--- src/rtl/fa_pkg.sv ---
package fa_pkg;
  localparam logic [7:0] CHAR_K28_7 = 8'hFC;
  localparam logic [7:0] CHAR_K28_3 = 8'h7C;
  localparam logic [7:0] DATA_D28_7 = 8'hFC;

  typedef struct packed {
    logic [7:0] data;
    logic       vld;
    logic       last;
  } raw_oct_t;
endpackage

--- src/rtl/fa_frame_packer.sv ---
module fa_frame_packer #(
  parameter int SAMPLE_W = 14
) (
  input  logic                  clk_i,
  input  logic                  rst_ni,
  input  logic [SAMPLE_W-1:0]   sample_i,
  input  logic                  valid_i,
  output fa_pkg::raw_oct_t      raw_o
);
  localparam int PAD_W = 16 - SAMPLE_W;

  logic [15:0]      just;
  logic [7:0]       lsb_hold_q;
  fa_pkg::raw_oct_t raw_q;
  logic             msb_busy;

  assign just     = {sample_i, {PAD_W{1'b0}}};
  assign msb_busy = raw_q.vld && !raw_q.last;

  always_ff @(posedge clk_i or negedge rst_ni) begin
    if (!rst_ni) begin
      raw_q      <= '0;
      lsb_hold_q <= '0;
    end else if (valid_i && !msb_busy) begin
      raw_q      <= '{data: just[15:8], vld: 1'b1, last: 1'b0};
      lsb_hold_q <= just[7:0];
    end else if (msb_busy) begin
      raw_q      <= '{data: lsb_hold_q, vld: 1'b1, last: 1'b1};
    end else begin
      raw_q      <= '0;
    end
  end

  assign raw_o = raw_q;

  p_lsb_follows_msb_r2: assert property (@(posedge clk_i) disable iff (!rst_ni)
    (raw_q.vld && !raw_q.last) |=> (raw_q.vld && raw_q.last));
  p_lsb_has_msb_r3: assert property (@(posedge clk_i) disable iff (!rst_ni)
    (raw_q.vld && raw_q.last) |-> $past(raw_q.vld && !raw_q.last));
endmodule

--- src/rtl/fa_mframe_counter.sv ---
module fa_mframe_counter #(
  parameter int MF_FRAMES = 4
) (
  input  logic clk_i,
  input  logic rst_ni,
  input  logic frame_done_i,
  output logic mf_last_o
);
  localparam int CNT_W = (MF_FRAMES > 1) ? $clog2(MF_FRAMES) : 1;

  generate
    if (MF_FRAMES == 1) begin : g_single
      assign mf_last_o = 1'b1;
    end else begin : g_count
      localparam logic [CNT_W-1:0] LAST = CNT_W'(MF_FRAMES - 1);
      logic [CNT_W-1:0] cnt_q;

      always_ff @(posedge clk_i or negedge rst_ni) begin
        if (!rst_ni)           cnt_q <= '0;
        else if (frame_done_i) cnt_q <= (cnt_q == LAST) ? '0 : cnt_q + 1'b1;
      end

      assign mf_last_o = (cnt_q == LAST);

      p_cnt_range_r9: assert property (@(posedge clk_i) disable iff (!rst_ni)
        cnt_q <= LAST);
      p_cnt_wrap_r9: assert property (@(posedge clk_i) disable iff (!rst_ni)
        (frame_done_i && mf_last_o) |=> (cnt_q == '0));
    end
  endgenerate
endmodule

--- src/rtl/fa_replace_unit.sv ---
module fa_replace_unit (
  input  logic             clk_i,
  input  logic             rst_ni,
  input  fa_pkg::raw_oct_t raw_i,
  input  logic             mf_last_i,
  input  logic             scramble_en_i,
  input  logic             lane_sync_en_i,
  output logic [7:0]       oct_o,
  output logic             oct_vld_o,
  output logic             ctrl_o,
  output logic             fend_o,
  output logic             mfend_o
);
  import fa_pkg::*;

  logic [7:0] prev_q;
  logic       prev_vld_q;
  logic       is_end, hit, mf_end;
  logic [7:0] rep_char;

  assign is_end   = raw_i.vld && raw_i.last;
  assign mf_end   = is_end && mf_last_i;
  assign hit      = is_end && (scramble_en_i ? (raw_i.data == DATA_D28_7)
                                             : (prev_vld_q && raw_i.data == prev_q));
  assign rep_char = (lane_sync_en_i && mf_end) ? CHAR_K28_3 : CHAR_K28_7;

  // keep the unreplaced value for the next comparison
  always_ff @(posedge clk_i or negedge rst_ni) begin
    if (!rst_ni) begin
      prev_q     <= '0;
      prev_vld_q <= 1'b0;
    end else if (is_end) begin
      prev_q     <= raw_i.data;
      prev_vld_q <= 1'b1;
    end
  end

  always_comb begin
    oct_vld_o = raw_i.vld;
    oct_o     = raw_i.vld ? (hit ? rep_char : raw_i.data) : 8'h00;
    ctrl_o    = hit;
    fend_o    = is_end;
    mfend_o   = mf_end;
  end

  p_msb_never_ctrl_r6: assert property (@(posedge clk_i) disable iff (!rst_ni)
    (oct_vld_o && !fend_o) |-> !ctrl_o);
  p_nosync_k28_7_r8: assert property (@(posedge clk_i) disable iff (!rst_ni)
    (ctrl_o && !lane_sync_en_i) |-> (oct_o == CHAR_K28_7));
  p_k28_3_at_mf_r7: assert property (@(posedge clk_i) disable iff (!rst_ni)
    (ctrl_o && oct_o == CHAR_K28_3) |-> (mfend_o && lane_sync_en_i));
  p_ctrl_only_valid_r11: assert property (@(posedge clk_i) disable iff (!rst_ni)
    ctrl_o |-> oct_vld_o);
endmodule

--- src/rtl/fa_char_inserter.sv ---
module fa_char_inserter #(
  parameter int SAMPLE_W  = 14,
  parameter int MF_FRAMES = 4
) (
  input  logic                clk_i,
  input  logic                rst_ni,
  input  logic [SAMPLE_W-1:0] sample_i,
  input  logic                valid_i,
  input  logic                scramble_en_i,
  input  logic                lane_sync_en_i,
  output logic [7:0]          oct_o,
  output logic                oct_vld_o,
  output logic                ctrl_o,
  output logic                fend_o,
  output logic                mfend_o
);
  fa_pkg::raw_oct_t raw;
  logic             mf_last;

  fa_frame_packer #(.SAMPLE_W(SAMPLE_W)) u_pack (
    .clk_i   (clk_i),
    .rst_ni  (rst_ni),
    .sample_i(sample_i),
    .valid_i (valid_i),
    .raw_o   (raw)
  );

  fa_mframe_counter #(.MF_FRAMES(MF_FRAMES)) u_mf (
    .clk_i       (clk_i),
    .rst_ni      (rst_ni),
    .frame_done_i(raw.vld && raw.last),
    .mf_last_o   (mf_last)
  );

  fa_replace_unit u_rep (
    .clk_i         (clk_i),
    .rst_ni        (rst_ni),
    .raw_i         (raw),
    .mf_last_i     (mf_last),
    .scramble_en_i (scramble_en_i),
    .lane_sync_en_i(lane_sync_en_i),
    .oct_o         (oct_o),
    .oct_vld_o     (oct_vld_o),
    .ctrl_o        (ctrl_o),
    .fend_o        (fend_o),
    .mfend_o       (mfend_o)
  );

  p_mfend_on_fend_r9: assert property (@(posedge clk_i) disable iff (!rst_ni)
    mfend_o |-> fend_o);
  p_idle_quiet_r1: assert property (@(posedge clk_i) disable iff (!rst_ni)
    !oct_vld_o |-> (!ctrl_o && !fend_o && !mfend_o));
endmodule

--- config.mk ---
export PLATFORM = sky130hd
export DESIGN_NAME = fa_char_inserter
export DESIGN_NICKNAME = d
export VERILOG_FILES = /design/src/rtl/fa_pkg.sv /design/src/rtl/fa_frame_packer.sv /design/src/rtl/fa_mframe_counter.sv /design/src/rtl/fa_replace_unit.sv /design/src/rtl/fa_char_inserter.sv
export SDC_FILE = /design/constraint.sdc
export NUM_CORES = 1
export LEC_CHECK = 0
export BUFFER_PORTS_ARGS = -buffer_cell sky130_fd_sc_hd__clkbuf_2
export CORE_MARGIN = 8
export CORE_UTILIZATION = 35
export CTS_CLUSTER_DIAMETER = 40
export DETAILED_ROUTE_END_ITERATION = 10
export SYNTH_ARGS = -nofsm -noshare
export SYNTH_HDL_FRONTEND = slang
export SYNTH_SLANG_ARGS = --single-unit
--- constraint.sdc ---
create_clock -name clk_i -period 2.85 [get_ports clk_i]
set_input_delay 0.285 -clock clk_i [delete_from_list [all_inputs] [get_ports clk_i]]
set_output_delay 0.285 -clock clk_i [all_outputs]
set_load 0.03 [all_outputs]
# Word-level counts from Yosys, hierarchy flattened
# Index checks and enable logic that the tools add are counted.
[totals]
word_cells = 27
reg_bits = 27
output_inout_bits = 12
[op_classes]
muxes = 7
add_sub_neg = 1
eq_ne = 3
reduce_logical = 9
[ops]
columns = ["cell", "n"]
rows = [
  ["$mux W8", 3],
  ["$mux W10", 2],
  ["$eq A8 B8 Y1", 1],
  ["$eq A8 B8 Y1 const B", 1],
  ["$logic_and A1 B1 Y1", 7],
  ["$add A2 B1 Y2 const B", 1],
  ["$eq A2 B2 Y1 const B", 1],
  ["$logic_not A1 Y1", 2],
  ["$mux W2", 1],
  ["$mux W1", 1],
]

# Logic depth before layout (Yosys ltp)
[logic_depth]
depth_word = 6
depth_mapped = 6

# By module
# Synthesis repeated with hierarchy kept, for this count alone.
[unflattened]
cells_unflattened = 115
hier_area_um2 = 1366.3
[by_module_without_submodules]
columns = ["mod", "n_inst", "area_per_inst_um2", "seq_area_each_um2", "cells_per_inst"]
rows = [
  ["fa_frame_packer", 1, 651.9, 400.4, 48],
  ["fa_replace_unit", 1, 614.3, 225.2, 60],
  ["fa_mframe_counter", 1, 93.8, 50.0, 6],
  ["fa_char_inserter", 1, 6.3, 0.0, 1],
]

# Least setup slack after synthesis
# Ideal clock, no wire load.
[synth_path]
kind = "register to output"
from = "register u_pack.raw_q (netlist bit u_pack.raw_o[1])"
to = "output oct_o[7]"
arrival_ps = 1615
stages_incl_launch_ff = 5
path_slack_ps = 950
path_buffers = 1
required_ps = 2565
path_cell_list = "dfrtp_1 buf_2 and3_1 o2bb2ai_1 a21boi_1"
[synth_between]
elab_chain_len = 6
[synth_rtl]
columns = ["item", "line", "source"]
rows = [
  ["start, declared", "fa_frame_packer.sv:14", "fa_pkg::raw_oct_t raw_q;"],
  ["start signal, assigned", "fa_frame_packer.sv:25", "raw_q <= '{data: just[15:8], vld: 1'b1, last: 1'b0};"],
  ["start signal, assigned", "fa_frame_packer.sv:28", "raw_q <= '{data: lsb_hold_q, vld: 1'b1, last: 1'b1};"],
  ["$logic_and A1 B1 Y1", "fa_replace_unit.sv:21", "assign is_end = raw_i.vld && raw_i.last;"],
  ["$logic_and A1 B1 Y1", "fa_replace_unit.sv:22", "assign mf_end = is_end && mf_last_i;"],
  ["net mfend_o", "fa_char_inserter.sv:15", "output logic mfend_o"],
  ["$logic_and A1 B1 Y1", "fa_replace_unit.sv:25", "assign rep_char = (lane_sync_en_i && mf_end) ? CHAR_K28_3 : CHAR_K28_7;"],
  ["$mux W8", "fa_replace_unit.sv:25", ""],
  ["$mux W8 (2 in series)", "fa_replace_unit.sv:40", "oct_o = raw_i.vld ? (hit ? rep_char : raw_i.data) : 8'h00;"],
  ["end, declared", "fa_char_inserter.sv:11", "output logic [7:0] oct_o,"],
]
# The timed path passes the listed nets, and every way through them passes these cells.

# Worst setup path after layout
[layout_path]
from = "register u_pack.raw_q (netlist bit u_pack.raw_o[1])"
to = "output oct_o[3]"
[layout_between]
elab_chain_len = 4
[layout_rtl]
columns = ["item", "line", "source"]
rows = [
  ["$logic_and A1 B1 Y1", "fa_replace_unit.sv:21", ""],
  ["$logic_and A1 B1 Y1", "fa_replace_unit.sv:23", "assign hit = is_end && (scramble_en_i ? (raw_i.data == DATA_D28_7)"],
  ["$mux W8", "fa_replace_unit.sv:40", ""],
  ["$mux W8 (*)", "fa_replace_unit.sv:40", ""],
]
# Every way passes the cells marked *; elsewhere a longest branch is shown, timed or not.

==> metrics <==
worst slew pin tran 0.671 ns; post-synthesis cell type count 24; Starting Density 0.368; Setup CP Type reg -> out; Critical Path Start Type register; root buffer cell clkbuf_4; Die W 75.4 um; # setup viols final 0; setup TNS 0 ns; post-route ant nets 0; wire per inst 14.1 um; max-slew violations 0; Routed WL 2.59 mm; Tmin final 2.39 ns; Worst slew margin 0.553; cell area after synthesis 1240 um^2; Setup Skew 0.00569 ns; first-pass GRT wire length 4.42 mm; core area 3360 um^2; Residual DRC 0; Hold Violations, Final 0; area grow syn2layout 18.3%; Filler cells 339; internal power 911 uW; Synth Area in Compound Gates 0.0840; Synth Area in XOR/XNOR 0.0567; IO Port Bufs 30; Hold Slack 0.182 ns; Overall Global Routing Usage 0.101; pin count of the biggest net entering global routing 28; CTS Buf Count 3; Seq pwr share 0.451; ANT cells 0; initial antenna violation count 0; Synth Area in Adders 0.0101; dpl hpwl 2.00 mm; RD Place Congestion 0.813; EDFF count, synth 0; worst-case clock buffer depth 2; leak pwr 0.729 nW; Clk pwr share 0.106; RSZ-0062 raised after global routing false; routed vias/inst 4.66; Seq/Total Area, Yosys 0.547; Clock transition at path regs 0.14 ns; Ys Warns 0; CP required 2.57 ns; maximum VDD drop 0.408 mV; Sw Share 0.402; Worst Hold Class in -> reg; Yosys reg bits 27; deepest level of the CTS H-tree 1; I/O pin count 31; 1st-pass router iterations 4; CP Max Fanout 13; clk_lat worst skew 0.32 ns; DRT iter0 DRCs 65; Max Freq 419 MHz; Post-Synth Simple-Gate Area 0.142; total power divided by cell area 1040 nW/um^2; number of global-route vias before repair 916; syn nets 127; row cnt 21; prevailing post-synth register cell dfrtp_1; TritonCTS clock tree built; via count 857; arrival time worst endpoint 2.10 ns; grt ovf 0; Util after Layout 0.435; mux cell area share after synthesis 0.137; fraction of layout cells with a size suffix above 1 0.370; Post-synth ARST share 1.00; critical path capture point type output pin; outcome completed; Die Ht 75.4 um; combinational fraction of design power 0.444; final period utilization 0.838; Nets 159; Psw 614 uW; max-cap viol count 0; main combinational cell family by area after synthesis simple AND/OR/NAND/NOR gates; Clock Sinks 27; Mapped Cells 107; Mapped Avg Cell Area 11.6 um^2; die area 5690 um^2
## metrics by stage
step | power, mW | worst slack, ns | instances | cell area (um^2)
floorplan | 1.20 | 0.950 | 107 | 1240
global placement | 1.36 | 0.834 | 179 | 1430
detailed placement | 1.38 | 0.789 | 179 | 1430
CTS | 1.55 | 0.402 | 184 | 1460
global route | 1.65 | 0.246 | 184 | 1460
finish | 1.52 | 0.461 | 184 | 1460
## worst paths after layout
check	cells after the start	endpoint	slack, ns	startpoint
max reg2reg	2	u_rep.prev_q[1]$_DFFE_PN0P_	1.36	u_pack.raw_o[1]$_DFF_PN0_
max in group asynchronous	2	u_pack.raw_o[4]$_DFF_PN0_	1.91	rst_ni
min reg2reg	1	u_rep.prev_vld_q$_DFFE_PN0P_	0.49	u_rep.prev_vld_q$_DFFE_PN0P_
min	2	u_pack.lsb_hold_q[6]$_DFFE_PN0P_	0.18	sample_i[4]
min in group asynchronous	2	u_pack.raw_o[9]$_DFF_PN0_	0.51	rst_ni
max	5	oct_o[3]	0.46	u_pack.raw_o[1]$_DFF_PN0_
## area by class of cell
cell class                 instances  area (um^2)  share of cell area
clock buffer                       3         22.5              0.0154
inverter                           3         11.3             0.00770
multi-input combinational         73          531               0.363
clock inverter                     1         5.00             0.00342
sequential                        27          676               0.462
timing repair buffer              31          160               0.109
tap                               46         57.6              0.0393
## synth_stat cells, types with 2 or more instances
cell | n | area share
dfrtp_1 | 27 | 0.55
nand2_1 | 16 | 0.049
inv_1 | 3 | 0.0091
mux2_2 | 15 | 0.14
o21ai_0 | 7 | 0.028
nor3_1 | 2 | 0.0081
o21a_1 | 2 | 0.012
buf_2 | 3 | 0.012
and3_1 | 5 | 0.025
xnor2_1 | 8 | 0.057
a21o_1 | 5 | 0.030
nand3_1 | 2 | 0.0081
## routing by layer
layer | GRT usage | vias up | wire (um)
met5 | 0 | - | 0
met4 | 0.0384 | 0 | 34
met3 | 0.0303 | 4 | 223
met2 | 0.147 | 29 | 1120
met1 | 0.137 | 393 | 1220
li1 | - | 431 | -
## cell families after synthesis
logic type	Yosys count
XOR/XNOR	8
AND/OR/NAND/NOR	33
AO/OA/AOI/OAI	16
multiplexers	15
adder cells (fa/ha/maj)	1
flip-flops	27
buffers and inverters	7
## layout by cell type, fill, tap and decap left out
master,Yosys,layout
clkbuf_2,0,30
dfrtp_1,27,27
nand2_1,16,16
mux2_2,15,15
xnor2_1,8,8
o21ai_0,7,7
a21o_1,5,5
and3_1,5,5
inv_1,3,3
clkbuf_4,0,3
nand3_1,2,2
nor3_1,2,2
o21a_1,2,2
nand4b_1,1,1
nor4b_2,1,1
nor2b_1,1,1
nand4_1,1,1
nor4_1,1,1
or2_2,1,1
or3b_1,1,1
o2bb2ai_1,1,1
a21boi_1,1,1
nand2b_1,1,1
ha_1,1,1
clkinv_2,0,1
dlygate4sd3_1,0,1
## power by group through the flow
stage	Combinational, mW	Clock, mW	Sequential [mW]
2_1_floorplan	0.546	0	0.658
3_3_place_gp	0.672	0	0.691
3_5_place_dp	0.681	0	0.699
4_1_cts	0.685	0.172	0.690
5_1_grt	0.746	0.181	0.720
6_report	0.677	0.161	0.687
## worst max-delay path, cell delays in order, from the launching register on
cell and delay, ns:
dfrtp_1 0.58, nand2_1 0.41, inv_1 0.21, o21a_1 0.26
a21o_1 0.13, clkbuf_2 0.20
## flip-flops by register name (all words and copies together), names as in the netlist
name	count
u_pack.raw_o	10
u_mf.g_count.cnt_q	2
u_rep.prev_vld_q	1
u_pack.lsb_hold_q	6
u_rep.prev_q	8
## timing repair
| item | 4_1_cts | 5_1_grt |
|---|---|---|
| hold endpoints to repair | 27 | 0 |
| gates resized for setup | 0 | 0 |
| buffers inserted | 0 | 0 |
| hold buffers | 1 | 0 |
Power figures use the tool's default switching activity.
